--- config.mk ---
export PLATFORM = sky130hd
export DESIGN_NAME = audio_ctl_rx
export DESIGN_NICKNAME = d
export VERILOG_FILES = /design/src/rtl/audio_ctl_pkg.sv /design/src/rtl/audio_ctl_sync.sv /design/src/rtl/audio_ctl_capture.sv /design/src/rtl/audio_ctl_decode.sv /design/src/rtl/audio_ctl_rx.sv
export SDC_FILE = /design/constraint.sdc
export NUM_CORES = 1
export LEC_CHECK = 0
export ABC_AREA = 1
export BUFFER_PORTS_ARGS = -buffer_cell sky130_fd_sc_hd__buf_2
export CAP_MARGIN = 10
export CORE_MARGIN = 5
export CORE_UTILIZATION = 30
export DETAILED_ROUTE_END_ITERATION = 16
export GPL_ROUTABILITY_DRIVEN = 1
export RECOVER_POWER = 100
export SLEW_MARGIN = 5
export SYNTH_ARGS = -nofsm -noshare
export SYNTH_HDL_FRONTEND = slang
export SYNTH_SLANG_ARGS = --single-unit
--- constraint.sdc ---
create_clock -name clk -period 2.2 [get_ports clk]
set_input_delay 0.33 -clock clk [delete_from_list [all_inputs] [get_ports clk]]
set_output_delay 0.33 -clock clk [all_outputs]
set_load 0.02 [all_outputs]
--- src/rtl/audio_ctl_pkg.sv ---
package audio_ctl_pkg;
  localparam int WORD_W     = 16;
  localparam int KEEP_W     = 12;
  localparam int CODE_W     = 8;
  localparam int ATTEN_W    = 7;
  localparam int GAIN_W     = 8;
  localparam int BIT_AGC    = 11;
  localparam int BIT_BMODE  = 10;
  localparam int BIT_BOOST  = 9;
  localparam int BIT_SRC    = 8;
  localparam int MAX_ATTEN  = 80;
  localparam int HPA_GAIN   = 12;
  localparam logic [KEEP_W-1:0] RESET_WORD = 12'h0FF;

  typedef struct packed {
    logic agc;
    logic boost;
    logic bmode;
    logic src;
  } ctl_flags_t;
endpackage

--- src/rtl/audio_ctl_sync.sv ---
module audio_ctl_sync #(
  parameter int N      = 5,
  parameter int STAGES = 2
) (
  input  logic         clk,
  input  logic         rst_n,
  input  logic [N-1:0] d_in,
  output logic [N-1:0] d_out
);
  genvar gi;
  generate
    for (gi = 0; gi < N; gi++) begin : g_bit
      logic [STAGES-1:0] chain;
      always_ff @(posedge clk or negedge rst_n) begin
        if (!rst_n) chain <= '0;
        else        chain <= {chain[STAGES-2:0], d_in[gi]};
      end
      assign d_out[gi] = chain[STAGES-1];
    end
  endgenerate
endmodule

--- src/rtl/audio_ctl_capture.sv ---
module audio_ctl_capture
  import audio_ctl_pkg::*;
(
  input  logic              clk,
  input  logic              rst_n,
  input  logic              sclk_s,
  input  logic              sdat_s,
  input  logic              slat_s,
  output logic [KEEP_W-1:0] hold_q
);
  logic              sclk_q, slat_q;
  logic              sclk_rise, slat_rise;
  logic [KEEP_W-1:0] shift_q;

  assign sclk_rise = sclk_s & ~sclk_q;
  assign slat_rise = slat_s & ~slat_q;

  always_ff @(posedge clk or negedge rst_n) begin
    if (!rst_n) begin
      sclk_q <= 1'b0;
      slat_q <= 1'b0;
    end else begin
      sclk_q <= sclk_s;
      slat_q <= slat_s;
    end
  end

  // Only the low KEEP_W bits of the last WORD_W shifted are ever decoded,
  // so older bits fall off the top of a shorter register.
  always_ff @(posedge clk or negedge rst_n) begin
    if (!rst_n)         shift_q <= RESET_WORD;
    else if (sclk_rise) shift_q <= {shift_q[KEEP_W-2:0], sdat_s};
  end

  always_ff @(posedge clk or negedge rst_n) begin
    if (!rst_n)         hold_q <= RESET_WORD;
    else if (slat_rise) hold_q <= shift_q;
  end

  // the held word moves only on a latch edge
  p_hold_only_on_latch_r1: assert property (@(posedge clk) disable iff (!rst_n)
    !slat_rise |=> $stable(hold_q));

  // older bits move one place toward the MSB on a shift edge
  p_shift_msb_first_r1: assert property (@(posedge clk) disable iff (!rst_n)
    sclk_rise |=> shift_q[KEEP_W-1:1] == $past(shift_q[KEEP_W-2:0]));

  // the default word is in place when reset is released
  p_reset_default_r8: assert property (@(posedge clk)
    $rose(rst_n) |-> hold_q == RESET_WORD);
endmodule

--- src/rtl/audio_ctl_decode.sv ---
module audio_ctl_decode
  import audio_ctl_pkg::*;
(
  input  logic               clk,
  input  logic               rst_n,
  input  logic [KEEP_W-1:0]  word,
  input  logic               mute_ns,
  input  logic               pdn_ns,
  output ctl_flags_t         flags,
  output logic [ATTEN_W-1:0] atten_db,
  output logic [GAIN_W-1:0]  gain_db,
  output logic               vol_mute,
  output logic               mute_eff,
  output logic               out_hiz
);
  localparam logic [CODE_W-1:0] CODE_MAX = CODE_W'(MAX_ATTEN);
  localparam logic [GAIN_W-1:0] G_OFS    = GAIN_W'(HPA_GAIN);

  logic [CODE_W-1:0] code;

  assign code = word[CODE_W-1:0];

  always_comb begin
    flags.agc   = word[BIT_AGC];
    flags.boost = word[BIT_BOOST];
    flags.bmode = word[BIT_BMODE];
    flags.src   = word[BIT_SRC];
  end

  always_comb begin
    vol_mute = (code > CODE_MAX);
    if (vol_mute) begin
      atten_db = '0;
      gain_db  = '0;
    end else begin
      atten_db = code[ATTEN_W-1:0];
      gain_db  = G_OFS - {{(GAIN_W-ATTEN_W){1'b0}}, code[ATTEN_W-1:0]};
    end
  end

  assign mute_eff = vol_mute | ~mute_ns | ~pdn_ns;
  assign out_hiz  = vol_mute | ~pdn_ns;

  // a muted code reports zero attenuation and zero gain
  p_mute_zeroes_r6: assert property (@(posedge clk) disable iff (!rst_n)
    vol_mute |-> (atten_db == '0) && (gain_db == '0));

  // gain and attenuation always add up to the amplifier gain
  p_gain_sum_r7: assert property (@(posedge clk) disable iff (!rst_n)
    !vol_mute |-> (gain_db + {1'b0, atten_db}) == G_OFS);

  // power-down implies high impedance and mute
  p_pdn_hiz_r10: assert property (@(posedge clk) disable iff (!rst_n)
    !pdn_ns |-> out_hiz && mute_eff);

  // mute pin low never leaves the effective mute clear
  p_pin_mute_r9: assert property (@(posedge clk) disable iff (!rst_n)
    !mute_ns |-> mute_eff);
endmodule

--- src/rtl/audio_ctl_rx.sv ---
module audio_ctl_rx
  import audio_ctl_pkg::*;
#(
  parameter int SYNC_STAGES = 2
) (
  input  logic               clk,
  input  logic               rst_n,
  input  logic               ser_clk,
  input  logic               ser_data,
  input  logic               ser_latch,
  input  logic               mute_n,
  input  logic               pdn_n,
  output logic               agc_en,
  output logic               boost_en,
  output logic               boost_mode,
  output logic               src_sel,
  output logic [ATTEN_W-1:0] atten_db,
  output logic [GAIN_W-1:0]  gain_db,
  output logic               vol_mute,
  output logic               mute_eff,
  output logic               out_hiz
);
  localparam int NSYNC = 5;

  logic [NSYNC-1:0]  pins_s;
  logic [KEEP_W-1:0] hold_w;
  ctl_flags_t        flags_w;

  audio_ctl_sync #(.N(NSYNC), .STAGES(SYNC_STAGES)) u_sync (
    .clk   (clk),
    .rst_n (rst_n),
    .d_in  ({pdn_n, mute_n, ser_latch, ser_data, ser_clk}),
    .d_out (pins_s)
  );

  audio_ctl_capture u_cap (
    .clk    (clk),
    .rst_n  (rst_n),
    .sclk_s (pins_s[0]),
    .sdat_s (pins_s[1]),
    .slat_s (pins_s[2]),
    .hold_q (hold_w)
  );

  audio_ctl_decode u_dec (
    .clk      (clk),
    .rst_n    (rst_n),
    .word     (hold_w),
    .mute_ns  (pins_s[3]),
    .pdn_ns   (pins_s[4]),
    .flags    (flags_w),
    .atten_db (atten_db),
    .gain_db  (gain_db),
    .vol_mute (vol_mute),
    .mute_eff (mute_eff),
    .out_hiz  (out_hiz)
  );

  assign agc_en     = flags_w.agc;
  assign boost_en   = flags_w.boost;
  assign boost_mode = flags_w.bmode;
  assign src_sel    = flags_w.src;
endmodule

Word level (Yosys, flattened, before mapping)
Index checks and enable logic that the tools add are counted.

Input port bits: 7. Flip-flop bits (word level): 36. Output and inout port bits: 22.

$lt $le $gt $ge: 1. Muxes and demuxes: 2. Bitwise gates (word level): 9. Add/sub/neg operators: 1.

Operator list (number): greater-than comparator 8 x 7 -> 1 bit (second input constant) (1); two-way mux 8 bit (1); subtractor 4 x 7 -> 8 bit (first input constant) (1); two-way mux 7 bit (1); NOT 1 bit (4); OR 1 bit (3); AND 1 bit (2).

Depth between registers and ports, before layout
Gate-level depths: netlist of the first run.

Word-level depth: 3. Depth in mapped cells: 9. Depth with buffers taken out: 8.

Hierarchy
From an unflattened synthesis of the first run, not the netlist that was laid out.

Cell total of the unflattened synthesis: 184. Area total of the unflattened synthesis: 1617.8 sq um.

By module, submodules not included: audio_ctl_capture (seq. area each 670.6 sq um, times used 1, area an instance 1038.5 sq um, cells an instance 108); audio_ctl_decode (seq. area each 0.0 sq um, times used 1, area an instance 291.5 sq um, cells an instance 61); audio_ctl_sync (seq. area each 250.2 sq um, times used 1, area an instance 287.8 sq um, cells an instance 15).

Worst setup path after synthesis of the first run
OpenSTA, ideal clock, no wires.

Kind: flip-flop to output port. From: register u_cap.hold_q[0]. To: output port gain_db[0]. Stages on the path, launching flop included: 10. Path buffers: 1. Path slack: 0.415 ns. Data arrival time: 1.455 ns. Cell sequence: dfstp_2 -> inv_1 -> ha_1 -> inv_1 -> nor2_2 -> nand2_1 -> nand2_4 -> inv_6 -> nor2_2 -> buf_4.

Word-level cells in the longest chain between the ends: 2. Elaborated cells on any way between the ends: 3. Those cells by class: 1 x add/sub; 1 x order compare; 1 x mux.

RTL lines: start, declared (RTL line audio_ctl_capture.sv:9) `output logic [KEEP_W-1:0] hold_q`; start signal, assigned (RTL line audio_ctl_capture.sv:37) `else if (slat_rise) hold_q <= shift_q;`; greater-than comparator 8 x 7 -> 1 bit (RTL line audio_ctl_decode.sv:31) `vol_mute = (code > CODE_MAX);`; named net vol_mute (RTL line audio_ctl_rx.sv:19) `output logic vol_mute,`; two-way mux 8 bit (RTL line audio_ctl_decode.sv:32) `if (vol_mute) begin`; end, declared (RTL line audio_ctl_rx.sv:18) `output logic [GAIN_W-1:0] gain_db,`.

The timed path passes the listed nets, and every way through them passes these cells.

Worst setup path in the final report of the first run
From: register u_cap.hold_q[0]. To: output port atten_db[0].

Word-level cells in the longest chain between the ends: 2.

RTL lines: greater-than comparator 8 x 7 -> 1 bit (RTL line audio_ctl_decode.sv:31); two-way mux 7 bit * (RTL line audio_ctl_decode.sv:32); end, declared (RTL line audio_ctl_rx.sv:17) `output logic [ATTEN_W-1:0] atten_db,`.

Every way passes the cells marked *; elsewhere a longest branch is shown, timed or not.

==> flow_metrics.py, run 1 <==
metrics = {
    "status": {
        "status": "finished with violations",
        "violations": "capacitance limit, slew limit",
    },
    "routing": {
        "dr.pass1.iters": 4,
        "detailroute.via_count": 1040,
        "drt-wirelength-per-cell_microns": 9.776,
        "antenna_violating_nets_post_route": 0,
        "avgViaCountPerCell": 3.954,
        "first_iter_violations": 27,
        "route.detailed.drc": 0,
        "wl_microns": 2571,
    },
    "critical_path": {
        "wp_data_required_ns": 1.87,
        "ff2ff_setup_slack_ns": 0.87,
        "startpoint_type_of_the_worst_setup_path": "flop",
        "crit_path_max_fanout": 10,
        "worstReg2RegEnd": "u_cap.hold_q[4]",
        "critPathCaptureType": "output pin",
        "critPathArrivalTime_ns": 1.77,
        "reg2reg_launch_point": "u_sync.g_bit[2].chain[1]",
        "timing.setup.critical_path_class": "reg -> out",
        "rr_worst_depth": 4,
    },
    "hold_path": {
        "worst_hold_path.num_cells": 1,
        "hold_path.startpoint": "ser_latch",
        "hp-class": "in -> reg",
        "hold_path_end": "u_sync.g_bit[2].chain[0]",
    },
    "clock_network": {
        "post_cts.resized_instances": 0,
        "clock_latency_ns": 0.28,
        "hold_buffers": 0,
        "clk_buf_depth": 2,
        "cts_sinks": 36,
        "clock_tree.htree_level_count": 2,
        "clk_transition_reported_paths_ns": 0.07,
        "cts.root.buffer_cell": "sky130_fd_sc_hd__clkbuf_8",
        "tritoncts_clock_tree": "done",
        "cts_inserted_buffers": 5,
        "postCtsSetupBuffers": 0,
    },
    "timing": {
        "final_max_slew_viol_count": 37,
        "final_period_minus_worst_setup_slack_ns": 2.098,
        "tightest_slew_ns": 1.810,
        "final.setup_skew_ns": 0.002262,
        "max_clock_freq_ghz": 0.4767,
        "tns_ns": 0,
        "count_of_final_hold_check_violations": 0,
        "post_route_fraction_of_the_period_consumed_by_the_critical_path_pct": 95.35,
        "setup_violations": 0,
        "maxSlewHeadroom_pct": -20.64,
        "grt_setup_unrepaired": "false",
    },
    "power": {
        "combinationalPowerShare_pct": 31.9,
        "switchingPower_uw": 703.8,
        "netSwitchingFraction_pct": 35.71,
        "relative_contribution_of_the_clock_network_to_total_power_pct": 24.0,
        "power.static_leakage_uw": 0.0008520,
        "p_int_uw": 1267,
        "pwr-share-seq_pct": 44.1,
        "worst_ir_drop_vdd_mv": 0.4376,
        "p_per_area_nw_per_um2": 1089,
    },
    "synth": {
        "synth_area_leaders": "sky130_fd_sc_hd__dfrtp_1 33%, sky130_fd_sc_hd__dfstp_2 27%, sky130_fd_sc_hd__nand2_1 9.0%, sky130_fd_sc_hd__o21ai_0 7.5%, sky130_fd_sc_hd__inv_1 6.4%",
        "synth_seq_cells": 36,
        "avgSynthCellArea_sq_um": 9.477,
        "post_synth_inst_count": 162,
        "synth.lib_cells_used.distinct": 24,
        "yosys.area.top_type_share_pct": 32.60,
        "synth_ff_type": "sky130_fd_sc_hd__dfrtp_1",
        "yosysMostFrequentCell": "sky130_fd_sc_hd__nand2_1",
        "synth_enable_flop_cells": 0,
        "synth_area_sq_um": 1535,
        "post_synth_most_frequent_cells": "37 x sky130_fd_sc_hd__nand2_1, 26 x sky130_fd_sc_hd__inv_1, 23 x sky130_fd_sc_hd__o21ai_0",
        "synth_async_sr_flop_share_pct": 100.0,
        "synth_largest_area_cell": "sky130_fd_sc_hd__dfrtp_1",
        "yosysWarnings": 0,
        "syn_nets": 171,
        "synth-seq-area-share_pct": 59.98,
    },
    "global_routing": {
        "grt_antenna_before_repair": 0,
        "global_route_wire_length_before_repair_microns": 4340,
        "first_global_vias": 982,
        "grt_remaining_overflow": 0,
        "grt_max_degree": 37,
        "grt_usage_pct": 8.819,
    },
    "layout": {
        "fill_cells": 528,
        "fin_util_pct": 35.91,
        "areaGrowthSynthToFinish_pct": 17.93,
        "diodes_inserted": 0,
        "nets": 201,
        "drive_gt1_share_pct": 32.64,
    },
    "floorplanning": {
        "effective_utilization_at_floorplan_pct": 30.45,
        "chipWidth_microns": 81.54,
        "floorplan.rows": 26,
        "floorplan.io_pins": 29,
        "die_h_microns": 81.54,
        "core_sq_um": 5042,
        "floorplan.die_area_sq_um": 6648,
    },
    "placed_design": {
        "detailed_place_hpwl_microns": 1834,
        "place_congestion": 0.7691,
        "port_buffers": 28,
    },
    "run": {
        "max_cap_viol_count": 1,
    },
}
-- per-stage QoR --
stage	cells	cell area, sq um	hold WS (ns)	setup slack (ns)	total power [uW]
after floorplan	162	1535	0.03441	0.4150	1350
after global placement	255	1734	0.3341	0.4553	1519
after detailed placement	255	1734	0.3355	0.4289	1531
after CTS	263	1824	0.1338	0.1068	2020
after global routing	263	1810	0.1355	0.005344	2108
final	263	1810	0.1464	0.1022	1971
-- placed cells by master, fill, tap and decap left out --
master	n
sky130_fd_sc_hd__nand2_1	37
sky130_fd_sc_hd__inv_1	26
sky130_fd_sc_hd__o21ai_0	23
sky130_fd_sc_hd__dfrtp_1	20
sky130_fd_sc_hd__dfstp_2	16
sky130_fd_sc_hd__buf_2	12
sky130_fd_sc_hd__nor2_2	11
sky130_fd_sc_hd__clkbuf_2	10
sky130_fd_sc_hd__clkbuf_1	9
sky130_fd_sc_hd__clkbuf_8	6
sky130_fd_sc_hd__nand3_1	5
sky130_fd_sc_hd__nor2_1	3
sky130_fd_sc_hd__inv_4	2
sky130_fd_sc_hd__nand2_2	2
sky130_fd_sc_hd__a21oi_1	2
sky130_fd_sc_hd__ha_1	2
sky130_fd_sc_hd__inv_2	1
sky130_fd_sc_hd__o21ai_2	1
sky130_fd_sc_hd__nand2_4	1
sky130_fd_sc_hd__nand4_1	1
sky130_fd_sc_hd__xor2_1	1
sky130_fd_sc_hd__xnor2_1	1
sky130_fd_sc_hd__mux2_2	1
-- how the worst max path moves through the flow --
stage	from	end	slack, ns
floorplan	u_cap.hold_q[0]	gain_db[0]	0.42
detailed placement	u_cap.hold_q[0]	atten_db[0]	0.43
global placement	u_cap.hold_q[0]	gain_db[0]	0.46
finish	u_cap.hold_q[0]	atten_db[0]	0.10
global route	u_cap.hold_q[0]	atten_db[0]	0.005
CTS	u_cap.hold_q[0]	atten_db[0]	0.11
-- sequential cells by signal (all words and copies together) (netlist names) --
| register | flops |
|---|---|
| u_cap.slat_q | 1 |
| u_cap.sclk_q | 1 |
| u_sync.g_bit.chain | 10 |
| u_cap.hold_q | 12 |
| u_cap.shift_q | 12 |
-- cells by family (layout without fill, tap and decap cells) --
logic type / after synthesis / count (layout) / synth area share [%]
adder cells (fa/ha/maj): 2 / 2 / 1.630
AO/OA/AOI/OAI: 26 / 26 / 8.721
multiplexers: 1 / 1 / 0.7334
XOR/XNOR: 2 / 2 / 1.141
flip-flops: 36 / 36 / 59.98
AND/OR/NAND/NOR: 60 / 60 / 17.85
buffers and inverters: 35 / 66 / 9.943
-- critical path, stage by stage (launching register included) --
cell                      delay (ns)
sky130_fd_sc_hd__dfstp_2        0.53
sky130_fd_sc_hd__inv_1          0.08
sky130_fd_sc_hd__ha_1           0.23
sky130_fd_sc_hd__inv_1          0.07
sky130_fd_sc_hd__nor2_2         0.04
sky130_fd_sc_hd__nand2_1        0.09
sky130_fd_sc_hd__nand2_4        0.09
sky130_fd_sc_hd__inv_4          0.14
sky130_fd_sc_hd__nor2_2         0.05
sky130_fd_sc_hd__buf_2          0.15
-- power groups by stage --
stage          clock network [uW]  registers (uW)  logic (uW)
6_report                      473             870         628
5_1_grt                       518             886         704
4_1_cts                       497             871         652
3_5_place_dp                    0             882         649
3_3_place_gp                    0             876         643
2_1_floorplan                   0             880         469
-- final cells by class --
| class | instances | area (sq um) | area share [%] |
|---|---|---|---|
| timing repair buffer | 29 | 136.4 | 7.533 |
| multi-input combinational | 91 | 461.7 | 25.50 |
| tap | 70 | 87.58 | 4.838 |
| clock buffer | 8 | 90.09 | 4.976 |
| sequential | 36 | 920.9 | 50.86 |
| inverter | 29 | 113.9 | 6.289 |
-- metal layers --
metal	vias to the layer above	routed length, microns	GRT usage, %
met5	-	0	0
met4	0	76	6.588
met3	7	155	2.632
met2	27	1118	12.95
met1	459	1220	10.84
li1	547	-	-
(Power assumes the default switching activity.)
==> inputs of run 2 (changes only) <==
==> constraint.sdc (replaced) <==
create_clock -name clk -period 2.5 [get_ports clk]
set_input_delay 0.375 -clock clk [delete_from_list [all_inputs] [get_ports clk]]
set_output_delay 0.375 -clock clk [all_outputs]
set_load 0.02 [all_outputs]
==> flow_metrics.py, run 2 (synthesis results as in run 1) <==
metrics = {
    "clock_network": {
        "hold_buffers": 0,
        "clock_latency_ns": 0.28,
        "post_cts.resized_instances": 0,
        "cts.root.buffer_cell": "sky130_fd_sc_hd__clkbuf_8",
        "tritoncts_clock_tree": "done",
        "postCtsSetupBuffers": 0,
        "cts_sinks": 36,
        "cts_inserted_buffers": 5,
        "clock_tree.htree_level_count": 2,
        "clk_buf_depth": 2,
        "clk_transition_reported_paths_ns": 0.07,
    },
    "power": {
        "power.static_leakage_uw": 0.0008046,
        "p_per_area_nw_per_um2": 955.7,
        "worst_ir_drop_vdd_mv": 0.3364,
    },
    "timing": {
        "post_route_fraction_of_the_period_consumed_by_the_critical_path_pct": 86.10,
        "setup_violations": 0,
        "maxSlewHeadroom_pct": -19.90,
        "tns_ns": 0,
        "count_of_final_hold_check_violations": 0,
        "tightest_slew_ns": 1.798,
        "final.setup_skew_ns": 0.004241,
        "max_clock_freq_ghz": 0.4646,
        "final.setup.worst_slack_ns": 0.3475,
        "final_max_slew_viol_count": 37,
        "final_period_minus_worst_setup_slack_ns": 2.152,
        "grt_setup_unrepaired": "false",
    },
    "critical_path": {
        "ff2ff_setup_slack_ns": 1.11,
        "timing.critical_path.buf_inv": 3,
        "startpoint_type_of_the_worst_setup_path": "flop",
        "critPathArrivalTime_ns": 1.78,
        "critical_path.top_delay_family": "flip-flops",
        "crit_path_max_incr_delay_ns": 0.53,
        "crit_slowest_cell": "sky130_fd_sc_hd__dfstp_2",
        "rr_worst_depth": 2,
        "reg2reg_launch_point": "u_sync.g_bit[2].chain[1]",
        "worstReg2RegEnd": "u_cap.hold_q[11]",
        "timing.setup.critical_path_class": "reg -> out",
        "crit_path_max_fanout": 4,
        "crit_top_cell": "sky130_fd_sc_hd__inv_1",
        "critPathCaptureType": "output pin",
        "wp_data_required_ns": 2.12,
        "critical_path.cell_chain": "inv_1 > ha_1 > inv_1 > nand3_1 > xor2_1 > nor2_2 > clkbuf_1",
    },
    "layout": {
        "diodes_inserted": 0,
        "areaGrowthSynthToFinish_pct": 16.54,
        "nets": 200,
        "layout_top_registers": "u_cap.hold_q x12, u_cap.shift_q x12, u_sync.g_bit.chain x10",
        "layout.cells.most_common_list": "38 x sky130_fd_sc_hd__nand2_1, 26 x sky130_fd_sc_hd__inv_1, 23 x sky130_fd_sc_hd__o21ai_0",
        "final_cells": 262,
        "drive_gt1_share_pct": 25.00,
        "layout_commonest_cell": "sky130_fd_sc_hd__nand2_1",
    },
    "global_routing": {
        "first_global_vias": 968,
        "grt_remaining_overflow": 0,
        "grt_usage_pct": 8.698,
        "grt_antenna_before_repair": 0,
        "global_route_wire_length_before_repair_microns": 4340,
        "grt_max_degree": 37,
    },
    "hold_path": {
        "hp-class": "in -> reg",
        "worst_hold_path.num_cells": 1,
        "hold_path_end": "u_sync.g_bit[2].chain[0]",
        "hold_path.startpoint": "ser_latch",
    },
    "placed_design": {
        "placement.setup.worst_slack_ns": 0.6806,
        "port_buffers": 28,
        "placed_cells_incl_taps": 254,
        "detailed_place_hpwl_microns": 1734,
        "place_congestion": 0.7634,
    },
    "routing": {
        "avgViaCountPerCell": 3.966,
        "route.detailed.drc": 0,
        "dr.pass1.iters": 4,
        "antenna_violating_nets_post_route": 0,
        "detailroute.via_count": 1039,
        "drt-wirelength-per-cell_microns": 9.531,
        "first_iter_violations": 31,
        "wl_microns": 2497,
    },
    "status": {
        "status": "finished with violations",
        "violations": "capacitance limit, slew limit",
    },
    "floorplanning": {
        "floorplan.io_pins": 29,
        "die_h_microns": 81.54,
        "floorplan.rows": 26,
        "chipWidth_microns": 81.54,
        "core_sq_um": 5042,
        "effective_utilization_at_floorplan_pct": 30.45,
        "floorplan.die_area_sq_um": 6648,
    },
    "run": {
        "max_cap_viol_count": 1,
    },
}
==> run 2: cell count changes in the layout (fill, tap and decap cells not counted), sizes merged <==
cell	before	now
clkbuf	25	28
buf	12	8
==> run 2: area by class of cell <==
cell class	instances	area (sq um)
Multi-Input combinational cell	91	459.2
Fill cell	542	3253
Inverter	29	116.4
Sequential cell	36	920.9
Tap cell	70	87.58
Clock buffer	8	90.09
Timing Repair Buffer	28	115.1
==> run 2: worst max-delay path by stage <==
stage                          startpoint           to  slack, ns  cells past startpoint
after global routing      u_cap.hold_q[0]   gain_db[7]       0.22                      9
after floorplan           u_cap.hold_q[0]   gain_db[0]       0.67                      9
after CTS                 u_cap.hold_q[0]  atten_db[0]       0.36                      9
final                     u_cap.hold_q[0]   gain_db[4]       0.35                      7
after detailed placement  u_cap.hold_q[0]  atten_db[0]       0.68                      9
after global placement    u_cap.hold_q[0]   gain_db[0]       0.71                      9
==> run 2: per-layer routing <==
metal	up-vias	global-route usage (%)	part of all wire, %
met3	6	3.289	7.6
met1	455	10.70	48
met4	0	5.068	2.2
met2	30	12.95	42
li1	548	-	-
met5	-	0	0
==> run 2: power breakdown <==
part,internal [uW],total (uW),switching (uW),leakage [uW]
clock,224,413,188,0.0000455
sequential,708,764,55.7,0.000415
combinational,164,533,369,0.000344
total,1100,1710,613,0.000805
==> run 2: stage by stage <==
step                      util [%]  hold WS [ns]  power, uW  cell area (sq um)
after global placement       34.24        0.3326       1335               1727
final                        35.48        0.1946       1710               1789
after detailed placement     34.24        0.3355       1341               1727
after floorplan                  -       0.07941       1188               1535
after CTS                    36.03        0.1804       1765               1817
after global routing         35.48        0.1773       1832               1789
